$ cat config.mk
export PLATFORM = sky130hd
export DESIGN_NAME = serial_latch_bank
export DESIGN_NICKNAME = d
export VERILOG_FILES = /design/src/rtl/slb_pkg.sv /design/src/rtl/slb_sync.sv /design/src/rtl/slb_edge.sv /design/src/rtl/slb_shift.sv /design/src/rtl/slb_latches.sv /design/src/rtl/slb_monitor.sv /design/src/rtl/serial_latch_bank.sv
export SDC_FILE = /design/constraint.sdc
export NUM_CORES = 1
export LEC_CHECK = 0
export ABC_AREA = 1
export BUFFER_PORTS_ARGS = -buffer_cell sky130_fd_sc_hd__buf_2
export CAP_MARGIN = 20
export CORE_UTILIZATION = 45
export CTS_CLUSTER_SIZE = 40
export DETAILED_ROUTE_END_ITERATION = 10
export PLACE_DENSITY = 0.67
export SYNTH_ARGS = -nofsm -noshare
export SYNTH_HDL_FRONTEND = slang
export SYNTH_SLANG_ARGS = --single-unit
$ cat constraint.sdc
create_clock -name clk_i -period 2.26 [get_ports clk_i]
set_input_delay 0.452 -clock clk_i [delete_from_list [all_inputs] [get_ports clk_i]]
set_output_delay 0.452 -clock clk_i [all_outputs]
set_load 0.01 [all_outputs]
$ cat src/rtl/slb_pkg.sv
package slb_pkg;
  typedef enum logic [1:0] {
    MON_ECHO = 2'd0,
    MON_LOCK = 2'd1,
    MON_CNT  = 2'd2,
    MON_LOW  = 2'd3
  } mon_sel_e;
endpackage

$ cat src/rtl/slb_sync.sv
module slb_sync #(
  parameter int STAGES = 2
) (
  input  logic clk_i,
  input  logic rst_ni,
  input  logic d_i,
  output logic q_o
);
  logic [STAGES-1:0] chain_q;

  for (genvar s = 0; s < STAGES; s++) begin : g_stage
    if (s == 0) begin : g_first
      always_ff @(posedge clk_i or negedge rst_ni) begin
        if (!rst_ni) chain_q[s] <= 1'b0;
        else         chain_q[s] <= d_i;
      end
    end else begin : g_next
      always_ff @(posedge clk_i or negedge rst_ni) begin
        if (!rst_ni) chain_q[s] <= 1'b0;
        else         chain_q[s] <= chain_q[s-1];
      end
    end
  end

  assign q_o = chain_q[STAGES-1];
endmodule

$ cat src/rtl/slb_edge.sv
module slb_edge #(
  parameter int STAGES = 2
) (
  input  logic clk_i,
  input  logic rst_ni,
  input  logic d_i,
  output logic level_o,
  output logic rise_o
);
  logic level;
  logic prev_q;

  slb_sync #(.STAGES(STAGES)) u_sync (
    .clk_i (clk_i),
    .rst_ni(rst_ni),
    .d_i   (d_i),
    .q_o   (level)
  );

  always_ff @(posedge clk_i or negedge rst_ni) begin
    if (!rst_ni) prev_q <= 1'b0;
    else         prev_q <= level;
  end

  assign level_o = level;
  assign rise_o  = level & ~prev_q;
endmodule

$ cat src/rtl/slb_shift.sv
module slb_shift #(
  parameter int WORD_W = 22
) (
  input  logic              clk_i,
  input  logic              rst_ni,
  input  logic              shift_en_i,
  input  logic              bit_i,
  output logic [WORD_W-1:0] word_o
);
  logic [WORD_W-1:0] word_q;

  // MSB first: oldest bit drifts toward the top
  always_ff @(posedge clk_i or negedge rst_ni) begin
    if (!rst_ni)         word_q <= '0;
    else if (shift_en_i) word_q <= {word_q[WORD_W-2:0], bit_i};
  end

  assign word_o = word_q;
endmodule

$ cat src/rtl/slb_latches.sv
module slb_latches #(
  parameter int WORD_W = 22,
  parameter int ADDR_W = 2,
  localparam int PAY_W = WORD_W - ADDR_W,
  localparam int NUM_L = 1 << ADDR_W
) (
  input  logic                   clk_i,
  input  logic                   rst_ni,
  input  logic                   load_i,
  input  logic [WORD_W-1:0]      word_i,
  output logic [NUM_L*PAY_W-1:0] latches_o
);
  logic [ADDR_W-1:0] addr;
  logic [PAY_W-1:0]  payload;

  assign addr    = word_i[ADDR_W-1:0];
  assign payload = word_i[WORD_W-1:ADDR_W];

  for (genvar k = 0; k < NUM_L; k++) begin : g_latch
    logic [PAY_W-1:0] lat_q;
    always_ff @(posedge clk_i or negedge rst_ni) begin
      if (!rst_ni)                                   lat_q <= '0;
      else if (load_i && (addr == ADDR_W'(k)))       lat_q <= payload;
    end
    assign latches_o[k*PAY_W +: PAY_W] = lat_q;
  end
endmodule

$ cat src/rtl/slb_monitor.sv
module slb_monitor
  import slb_pkg::*;
(
  input  mon_sel_e sel_i,
  input  logic     echo_i,
  input  logic     lock_i,
  input  logic     cnt_i,
  output logic     mon_o
);
  always_comb begin
    unique case (sel_i)
      MON_ECHO: mon_o = echo_i;
      MON_LOCK: mon_o = lock_i;
      MON_CNT:  mon_o = cnt_i;
      default:  mon_o = 1'b0;
    endcase
  end
endmodule

$ cat src/rtl/serial_latch_bank.sv
module serial_latch_bank
  import slb_pkg::*;
#(
  parameter int WORD_W      = 22,
  parameter int ADDR_W      = 2,
  parameter int SYNC_STAGES = 2,
  parameter int MON_LSB     = 0,
  localparam int PAY_W = WORD_W - ADDR_W,
  localparam int NUM_L = 1 << ADDR_W
) (
  input  logic                   clk_i,
  input  logic                   rst_ni,
  input  logic                   sclk_i,
  input  logic                   sdata_i,
  input  logic                   le_i,
  input  logic                   lock_i,
  input  logic                   cnt_i,
  output logic [NUM_L*PAY_W-1:0] latches_o,
  output logic                   mon_o
);
  logic              sclk_level, sclk_rise;
  logic              le_level, le_rise;
  logic              data_bit;
  logic              shift_en;
  logic [WORD_W-1:0] sreg;
  mon_sel_e          mon_sel;

  slb_edge #(.STAGES(SYNC_STAGES)) u_sclk (
    .clk_i  (clk_i),
    .rst_ni (rst_ni),
    .d_i    (sclk_i),
    .level_o(sclk_level),
    .rise_o (sclk_rise)
  );

  slb_edge #(.STAGES(SYNC_STAGES)) u_le (
    .clk_i  (clk_i),
    .rst_ni (rst_ni),
    .d_i    (le_i),
    .level_o(le_level),
    .rise_o (le_rise)
  );

  // data gets the same latency as the clock so it stays aligned
  slb_sync #(.STAGES(SYNC_STAGES)) u_data (
    .clk_i (clk_i),
    .rst_ni(rst_ni),
    .d_i   (sdata_i),
    .q_o   (data_bit)
  );

  assign shift_en = sclk_rise & ~le_level;

  slb_shift #(.WORD_W(WORD_W)) u_shift (
    .clk_i     (clk_i),
    .rst_ni    (rst_ni),
    .shift_en_i(shift_en),
    .bit_i     (data_bit),
    .word_o    (sreg)
  );

  slb_latches #(.WORD_W(WORD_W), .ADDR_W(ADDR_W)) u_latches (
    .clk_i    (clk_i),
    .rst_ni   (rst_ni),
    .load_i   (le_rise),
    .word_i   (sreg),
    .latches_o(latches_o)
  );

  assign mon_sel = mon_sel_e'(latches_o[MON_LSB +: 2]);

  slb_monitor u_mon (
    .sel_i (mon_sel),
    .echo_i(sreg[WORD_W-1]),
    .lock_i(lock_i),
    .cnt_i (cnt_i),
    .mon_o (mon_o)
  );

  logic unused_level;
  assign unused_level = sclk_level;
endmodule

# Word level (Yosys, flattened, before mapping)
# Index checks and enable logic that the tools add are counted.
classes:
  n_eq_ne: 5
  n_mux: 1
  n_bitwise: 6
  n_reduce_logical: 6
op_table:
  columns: ["cell", "n"]
  rows:
  - ["2-bit equality test (second input constant)", 3]
  - ["2-bit by 1-bit equality test with 1-bit output (second input constant)", 2]
  - ["1-bit logical AND", 4]
  - ["2-bit logical NOT", 2]
  - ["1-bit bitwise AND", 3]
  - ["1-bit NOT", 3]
  - ["1-bit case mux with 3 select lines", 1]
totals:
  ff_bits: 110
  in_bits: 7
  out_inout_bits: 81
  wordCells: 31

# Longest topological paths before layout
# Gate-level depths: netlist of run 1.
logic_depth:
  ltp_word: 3
  ltp_mapped: 6
  ltp_nobuf: 5

# Modules after synthesis
# A second synthesis of run 1 with hierarchy kept.
unflattened:
  hier_cells: 473
  hier_area_um2: 4403.0
modules_own_cells:
  columns: ["module", "n_inst", "cells_each", "area_per_inst_um2", "seq_area_each_um2"]
  rows:
  - ["slb_latches", 1, 360, 3305.7, 2001.9]
  - ["slb_shift", 1, 93, 839.6, 550.5]
  - ["slb_sync", 3, 2, 50.0, 50.0]
  - ["slb_edge", 2, 3, 35.0, 25.0]
  - ["slb_monitor", 1, 6, 27.5, 0.0]
  - ["serial_latch_bank", 1, 2, 10.0, 0.0]

# Worst setup path before layout of run 1
# Ideal clock, no wire load.
synth_timing:
  kind: "reg-to-output"
  from: "reg u_latches.g_latch[0].lat_q[0]"
  to: "out mon_o"
  arrival_time_ns: 0.678
  t_required_ns: 1.808
  slack_ns: 1.130
  path_stages_with_launch: 4
  n_path_buf: 0
  cell_sequence: "dfrtp_1 -> inv_1 -> nand3_1 -> nand3_1"
synth_between:
  elab_chain_len: 2
  elab_cells_between_ends: 4
  cone_classes: "eq/ne (2); mux (1); reduce/logical (1)"
synth_rtl:
  columns: ["item", "line", "rtl"]
  rows:
  - ["start: declaration", "slb_latches.sv:20", "logic [PAY_W-1:0] lat_q;"]
  - ["start signal: assignment", "slb_latches.sv:23", "else if (load_i && (addr == ADDR_W'(k))) lat_q <= payload;"]
  - ["2-bit equality test (tied with other cells)", "slb_monitor.sv:11", "unique case (sel_i)"]
  - ["1-bit case mux with 3 select lines *", "slb_monitor.sv:11", null]
  - ["end: declaration", "serial_latch_bank.sv:19", "output logic mon_o"]
# Mark *: on every way between the ends. The rest lies on a longest branch, timed or not.

# Worst setup path in the final report of run 1
layout_timing:
  from: "reg u_le.u_sync.chain_q[1], in the netlist u_le.u_sync.q_o"
  to: "reg u_latches.g_latch[0].lat_q[11]"
layout_between:
  elab_chain_len: 2
layout_rtl:
  columns: ["item", "line", "rtl"]
  rows:
  - ["start: declaration", "slb_sync.sv:9", "logic [STAGES-1:0] chain_q;"]
  - ["start signal: indexed assignment", "slb_sync.sv:20", "else chain_q[s] <= chain_q[s-1];"]
  - ["1-bit bitwise AND", "slb_edge.sv:26", "assign rise_o = level & ~prev_q;"]
  - ["1-bit logical AND", "slb_latches.sv:23", null]
# Every way passes these cells.
# A chain may end at the register's enable or synchronous reset.

==> results.toml, run 1 <==
[final_layout]
stdcell_count = 683
multi_input_comb_area_mm2 = 0.00139
seqCellArea_mm2 = 0.00275
fillers = 901
syn2layout_area_growth_pct = 14.9
n_antenna_cell = 0
final_design_area_no_fill_mm2 = 0.00505
post_route_cells_drive_above_1_share_pct = 22.0
fin_nets = 556

[power_and_ir_drop]
total_power_draw_uw = 3910
power.share.clock_pct = 28.7
internal_power_uw = 2710
p_seq_share_pct = 57.8
p_switching_uw = 1200
vdd_drop_max_mv = 0.338
power.share.switching_pct = 30.6
pwr_density_cell_mw_per_mm2 = 774
comb_power_share_pct = 13.4
p_leak_uw = 0.00304

[synthesis]
synthTopCellsByArea = "dfrtp_1 (63%), nand2_1 (19%), nand3_1 (7.4%)"
syn_area_per_cell_um2 = 9.35
synth_xor_xnor_area_share_pct = 0
post-synth-top-count-cell = "nand2_1"
synth-compound-area-share_pct = 0
netlist_area_mm2 = 0.00439
yosysTopAreaCellShare_pct = 62.6
synth-adder-area-share_pct = 0
synth.mux.area_fraction_pct = 0
synth_edf_count = 0
async_flop_share_pct = 100
synth_cell_type_count = 15
syn_nets = 477
yosys-top-cells-count = "nand2_1 (227), dfrtp_1 (110), nand3_1 (65), nand4_1 (22)"
synth_cells = 470
number_of_flip_flops_and_latches_in_the_synthesized_netlist = 110
yosysTopAreaCell = "dfrtp_1"
yosys_warnings = 0
main_combinational_cell_family_by_area_after_synthesis = "simple AND/OR/NAND/NOR gates"
synth_simple_gate_area_share_pct = 31.5
synth_ff_type = "dfrtp_1"
synth_seq_area_share_pct = 62.6

[worst_setup_path]
timing.critical_path.to_type = "flip-flop"
worstPathRequired_ps = 2520
worstPathArrival_ps = 2190
register_to_register_setup_slack_ps = 340
timing.rr.start = "u_le.u_sync.q_o"
critical_path.max_fanout = 35
crit_path_start_kind = "flip-flop"
worstReg2RegEnd = "u_latches.g_latch[0].lat_q[11]"
reg2reg_depth = 5
critical_path_class = "reg2reg"

[timing]
finalSetupTns_ps = 0
final_count_of_negative_setup_slack_endpoints = 0
finalMaxSlewViolations = 0
skew_ps = 11.4
worst_slack_ps = 339
fmaxAchievable_mhz = 520
final_hold_viol_count = 0
relSlewSlack_pct = 53.2
tightestPinTransition_ps = 701
fin_crit_share_pct = 85.0
period_minus_slack_ps = 1920
rsz0062_at_grt = "no"

[floorplan]
fp-row-count = 35
ios = 88
initial_utilization_pct = 47.1
core_area_mm2 = 0.00933
die_width_um = 101
die_h_um = 101
die-area_mm2 = 0.0102

[clock_network]
htree_num_levels = 3
clock_sinks = 110
clk_pin_slew_worst_paths_ps = 110
clock_tree.buffer_depth = 2
cts_post_setup_buffers_inserted = 0
cts_resized = 0
worstSkewPairLatency_ps = 370
cts_tree = "yes"
cts.root.buffer_cell = "clkbuf_8"
cts_inserted_buffers = 9
post_cts_hold_buffer_count = 1

[place]
dpl_cell_area_mm2 = 0.00486
dp_cells = 666
gpl.final_weighted_congestion = 0.789
port-buffer-count = 87
dpl_worst_slack_ps = 339
place_hpwl_um = 6570

[routing]
wl_per_cell_um = 14.2
via_per_inst = 4.95
vias = 3382
first_pass_iters = 4
postRouteAntennaNets = 0
detailedRoute.firstIterationViolations = 162
routed_wire_length_um = 9730
route.detailed.drc = 0

[global_route]
grt_antenna_before_repair = 0
pin_count_of_the_biggest_net_entering_global_routing = 61
global_route.usage.total_pct = 20.7
gr-total-overflow = 0
first_global_vias = 3276
grt_pass1_wl_um = 16300

[hold_path]
hp-start = "sdata_i"
hold_path_class = "in2reg"
hold_end = "u_data.chain_q[0]"
worstHoldPathCells = 1

[run_status]
run_status = "finished clean"

[job]
max-cap-violations = 0
-- logic make-up (layout without fill, tap and decap cells) --
kind of cell	count (synthesis)	count (layout)
buffers and inverters	38	122
DFF	110	110
and+or+nand+nor	322	322
-- how the worst max path moves through the flow --
stage / startpoint / depth (start not counted) / slack (ps) / to
2_1_floorplan: u_latches.g_latch[0].lat_q[0] / 3 / 1130 / mon_o
3_3_place_gp: u_le.u_sync.q_o / 5 / 430 / u_latches.g_latch[3].lat_q[6]
4_1_cts: u_le.u_sync.q_o / 5 / 310 / u_latches.g_latch[3].lat_q[6]
3_5_place_dp: u_le.u_sync.q_o / 5 / 340 / u_latches.g_latch[0].lat_q[11]
6_report: u_le.u_sync.q_o / 5 / 340 / u_latches.g_latch[0].lat_q[11]
5_1_grt: u_le.u_sync.q_o / 5 / 110 / u_latches.g_latch[3].lat_q[14]
-- worst max-delay path, stage by stage (launching register included) --
cell	delay [ps]
dfrtp_1	380
inv_2	190
nor2_8	410
nand2_1	550
nand2_1	200
nand2_1	80
-- layer usage --
| metal | track usage, % | up-vias | share of wire, % |
|---|---|---|---|
| li1 | - | 1660 | - |
| met1 | 29.6 | 1629 | 48 |
| met2 | 32.8 | 80 | 47 |
| met3 | 2.50 | 13 | 3.9 |
| met4 | 7.47 | 0 | 1.5 |
| met5 | 0 | - | 0 |
-- sequential cells by signal (all words and copies together) (netlist names) --
signal	count
u_shift.word_o	22
u_sclk.u_sync.q_o	1
u_latches.g_latch.lat_q	80
u_sclk.u_sync.chain_q	1
u_le.prev_q	1
u_data.q_o	1
u_data.chain_q	1
u_sclk.prev_q	1
u_le.u_sync.chain_q	1
u_le.u_sync.q_o	1
-- power groups by stage --
stage	Clock [uW]	Combinational, uW	Sequential [uW]
4_1_cts	1150	534	2260
2_1_floorplan	0	297	2310
5_1_grt	1220	596	2280
3_5_place_dp	0	531	2300
3_3_place_gp	0	514	2300
6_report	1120	525	2260
-- cell usage in the layout, fill, tap and decap left out --
master / instances
nand2_1: 227
dfrtp_1: 110
buf_2: 86
nand3_1: 65
nand4_1: 22
buf_4: 10
clkbuf_8: 9
inv_1: 5
inv_2: 3
nand2_2: 3
clkinv_4: 3
nor2_4: 2
inv_6: 2
nor2_2: 1
nor2_8: 1
nor2_1: 1
inv_8: 1
clkbuf_1: 1
dlygate4sd3_1: 1
buf_12: 1
-- metrics by stage --
step                hold WS, ps  util [%]
global route                177      54.1
detailed placement          335      52.1
global placement            334      52.1
finish                      186      54.1
CTS                         173      54.1
floorplan                   156         -
-- final cells by class --
class | instances | share of cell area [%]
Tap cell | 129 | 3.20
Clock buffer | 10 | 2.53
Inverter | 8 | 0.595
Clock inverter | 6 | 1.09
Multi-Input combinational cell | 322 | 27.5
Timing Repair Buffer | 98 | 10.6
Sequential cell | 110 | 54.5
Note: power is estimated with default switching activity, not from simulation.
==> run 2: changes to the inputs <==
Settings changed: CORE_ASPECT_RATIO set to 1.1.
==> results.toml, run 2 (same netlist as run 1, synthesis figures left out) <==
[run_status]
run_status = "finished clean"

[routing]
first_pass_iters = 5
postRouteAntennaNets = 0
wl_per_cell_um = 14.5
routed_wire_length_um = 9690
detailedRoute.firstIterationViolations = 182
via_per_inst = 4.99
vias = 3328
route.detailed.drc = 0

[worst_setup_path]
cp_cell_sequence = "inv_2, nor2_8, nand2_1, nand2_1, nand2_1"
worstPathArrival_ps = 2150
cp_top_family = "simple AND/OR/NAND/NOR gates"
crit_path_start_kind = "flip-flop"
worst_path_largest_cell_delay_ps = 530
critPathMostFrequentCell = "nand2_1"
worstPathRequired_ps = 2530
buf_inv_stages_crit_path = 1
worst_path_max_delay_cell = "nand2_1"
critical_path.max_fanout = 34
timing.critical_path.to_type = "flip-flop"
critical_path_class = "reg2reg"

[clock_network]
clock_sinks = 110
cts.root.buffer_cell = "clkbuf_8"
clock_tree.buffer_depth = 2
post_cts_hold_buffer_count = 0
cts_resized = 0
cts_inserted_buffers = 9
cts_post_setup_buffers_inserted = 0
htree_num_levels = 3
worstSkewPairLatency_ps = 380
clk_pin_slew_worst_paths_ps = 110
cts_tree = "yes"

[timing]
worst_slack_ps = 377
skew_ps = 15.3
tightestPinTransition_ps = 767
fmaxAchievable_mhz = 531
relSlewSlack_pct = 48.8
rsz0062_at_grt = "no"
finalSetupTns_ps = 0
fin_crit_share_pct = 83.3
period_minus_slack_ps = 1880
final_hold_viol_count = 0
finalMaxSlewViolations = 0
final_count_of_negative_setup_slack_endpoints = 0

[power_and_ir_drop]
pwr_density_cell_mw_per_mm2 = 812
vdd_drop_max_mv = 0.333
p_leak_uw = 0.00302
total_power_draw_uw = 4100

[place]
dp_cells = 651
place_hpwl_um = 6340
dpl_cell_area_mm2 = 0.00482
port-buffer-count = 87
gpl.final_weighted_congestion = 0.741
dpl_worst_slack_ps = 348

[floorplan]
ios = 88
fp-row-count = 37
die_h_um = 106
core_area_mm2 = 0.00944
initial_utilization_pct = 46.5
die_width_um = 96.2
die-area_mm2 = 0.0102

[final_layout]
final_design_area_no_fill_mm2 = 0.00504
stdcell_count = 667
leading_cell_types_in_the_layout_fill_and_taps_excluded = "nand2_1 (227), dfrtp_1 (110), buf_2 (86)"
register_with_the_most_flip_flops = "u_latches.g_latch.lat_q"
fin_nets = 552
seqCellArea_mm2 = 0.00275
number_of_flip_flops_in_the_largest_register = 80
n_antenna_cell = 0
fillers = 897
layout_commonest_cell = "nand2_1"
post_route_cells_drive_above_1_share_pct = 21.6
multi_input_comb_area_mm2 = 0.00139
syn2layout_area_growth_pct = 14.7

[global_route]
pin_count_of_the_biggest_net_entering_global_routing = 111
first_global_vias = 3163
gr-total-overflow = 0
grt_pass1_wl_um = 16000
global_route.usage.total_pct = 20.8
grt_antenna_before_repair = 0

[hold_path]
hold_path_class = "in2async"

[job]
max-cap-violations = 0
-- run 2: power by group --
group / switching (uW) / total [uW] / internal [uW]
clock network: 657 / 1310 / 655
logic: 345 / 518 / 172
registers: 154 / 2270 / 2110
total: 1160 / 4100 / 2940
-- run 2: path summary, 6_finish.rpt --
path,start,to,slack (ps),depth (start not counted)
worst max register to register,u_le.u_sync.q_o,u_latches.g_latch[3].lat_q[0],380,5
max in group asynchronous,rst_ni,u_latches.g_latch[3].lat_q[6],1700,2
worst min-delay path,rst_ni,u_latches.g_latch[2].lat_q[9],120,2
min in group clk_i,le_i,u_le.u_sync.chain_q[0],190,1
worst max-delay path,u_le.u_sync.q_o,u_latches.g_latch[3].lat_q[0],380,5
worst min register to register,u_sclk.u_sync.chain_q[0],u_sclk.u_sync.q_o,350,0
-- run 2: final cells by class --
type	instances	area share, %
well taps	117	2.90
multi-input cells	322	27.5
clock inverters	5	1.64
repair buffers	94	9.98
flip-flops and latches	110	54.6
inverters	8	0.596
clock buffers	11	2.80
-- run 2: through the flow --
step                hold WS, ps  utilization, %
floorplan                   156               -
global placement            337            51.0
detailed placement          335            51.0
CTS                         171            53.4
global route                176            53.4
finish                      125            53.4
-- run 2: per-layer routing --
layer | track usage [%] | vias to the layer above | share of wire (%)
met1 | 30.0 | 1583 | 46
met3 | 3.82 | 9 | 5.1
met5 | 0 | - | 0
met4 | 7.25 | 0 | 1.4
met2 | 31.2 | 82 | 48
li1 | - | 1654 | -
==> run 3: changes to the inputs <==
Clock period 2.26 ns to 2 ns, I/O delays scaled along.
==> results.toml, run 3 (same netlist as run 1, synthesis figures left out) <==
[timing]
skew_ps = 14.9
relSlewSlack_pct = 51.5
rsz0062_at_grt = "no"
fmaxAchievable_mhz = 621
finalSetupTns_ps = 0
finalMaxSlewViolations = 0
final_hold_viol_count = 0
fin_crit_share_pct = 80.5
final_count_of_negative_setup_slack_endpoints = 0
hold_slack_ps = 129
tightestPinTransition_ps = 727
period_minus_slack_ps = 1610

[routing]
first_pass_iters = 4
via_per_inst = 5.02
postRouteAntennaNets = 0
wl_per_cell_um = 14.6
routed_wire_length_um = 9830
route.detailed.drc = 0
detailedRoute.firstIterationViolations = 217
vias = 3374

[clock_network]
clk_pin_slew_worst_paths_ps = 100
clock_tree.buffer_depth = 2
cts.root.buffer_cell = "clkbuf_8"
post_cts_hold_buffer_count = 1
cts_resized = 0
cts_tree = "yes"
cts_inserted_buffers = 9
cts_post_setup_buffers_inserted = 0
clock_sinks = 110
worstSkewPairLatency_ps = 380
htree_num_levels = 3

[hold_path]
hold_end = "u_data.chain_q[0]"
hold_path_class = "in2reg"
worstHoldPathCells = 1
hp-start = "sdata_i"

[global_route]
grt_pass1_wl_um = 16500
grt_antenna_before_repair = 0
first_global_vias = 3256
global_route.usage.total_pct = 21.3
pin_count_of_the_biggest_net_entering_global_routing = 51
gr-total-overflow = 0

[worst_setup_path]
worstPathArrival_ps = 1210
worst_path_largest_cell_delay_ps = 520
cp_cell_sequence = "nand3_1, nand3_1, buf_2"
crit_path_start_kind = "flip-flop"
critical_path.max_fanout = 6
buf_inv_stages_crit_path = 1
timing.critical_path.to_type = "primary output"
timing.rr.start = "u_le.u_sync.q_o"
worstPathRequired_ps = 1600
reg2reg_depth = 5
critPathMostFrequentCell = "nand3_1"
register_to_register_setup_slack_ps = 540
worst_path_max_delay_cell = "dfrtp_1"
critical_path_class = "reg2out"
cp_top_family = "flip-flops"
worstReg2RegEnd = "u_latches.g_latch[2].lat_q[17]"

[floorplan]
initial_utilization_pct = 46.5
core_area_mm2 = 0.00944
ios = 88
die-area_mm2 = 0.0102
die_h_um = 106
fp-row-count = 37
die_width_um = 96.2

[final_layout]
post_route_cells_drive_above_1_share_pct = 22.3
syn2layout_area_growth_pct = 15.7
register_with_the_most_flip_flops = "u_latches.g_latch.lat_q"
n_antenna_cell = 0
layout_commonest_cell = "nand2_1"
fin_nets = 557
number_of_flip_flops_in_the_largest_register = 80
leading_cell_types_in_the_layout_fill_and_taps_excluded = "nand2_1 (227), dfrtp_1 (110), buf_2 (86)"

[place]
place_hpwl_um = 6550
gpl.final_weighted_congestion = 0.762
port-buffer-count = 87

[power_and_ir_drop]
p_leak_uw = 0.00306
p_seq_share_pct = 56.7
power.share.switching_pct = 29.5
power.share.clock_pct = 30.1
total_power_draw_uw = 4520
pwr_density_cell_mw_per_mm2 = 889
comb_power_share_pct = 13.2
vdd_drop_max_mv = 0.403
p_switching_uw = 1330
internal_power_uw = 3190

[run_status]
run_status = "finished clean"

[job]
max-cap-violations = 0
-- run 3: layout make-up --
cell class	instances	area (um2)
clock buffers	9	124
clock inverters	7	78.8
fillers	907	4360
inverters	8	30.0
multi-input cells	322	1390
flip-flops and latches	110	2750
well taps	117	146
repair buffers	99	568
-- run 3: worst register-to-register path, delay by kind of cell, from the launching register on --
kind                   cells  cell delay, ps
DFF                        1             380
and+or+nand+nor            4             780
buffers and inverters      1             200
-- run 3: how the worst max path moves through the flow --
| stage | startpoint | endpoint | slack (ps) | cells past startpoint |
|---|---|---|---|---|
| final | u_shift.word_o[21] | mon_o | 390 | 3 |
| after global routing | u_shift.word_o[21] | mon_o | 330 | 3 |
| after CTS | u_shift.word_o[21] | mon_o | 390 | 3 |
| after detailed placement | u_le.u_sync.q_o | u_latches.g_latch[1].lat_q[3] | 540 | 5 |
| after global placement | u_shift.word_o[1] | u_latches.g_latch[2].lat_q[17] | 600 | 5 |
| after floorplan | u_latches.g_latch[0].lat_q[0] | mon_o | 920 | 3 |
-- run 3: power groups by stage --
stage	clock network [uW]	logic [uW]	registers (uW)
final	1360	598	2570
after global routing	1480	682	2590
after CTS	1400	611	2570
after detailed placement	0	608	2610
after global placement	0	590	2610
after floorplan	0	336	2610
-- run 3: stage by stage --
stage          worst slack (ps)  cell area [um2]  instances  utilization (%)
2_1_floorplan               922             4390        470                -
3_3_place_gp                596             4870        655             51.6
3_5_place_dp                541             4870        655             51.6
4_1_cts                     387             5090        672             53.9
5_1_grt                     330             5090        672             53.9
6_report                    390             5090        672             53.9
-- run 3: routing by layer --
layer	part of all wire, %	global-route usage, %	wire, um	vias to the layer above
met5	0	0	0	-
met4	1.5	7.25	146	0
met3	4.7	4.26	463	10
met2	49	32.8	4810	89
met1	45	30.0	4410	1610
li1	-	-	-	1665
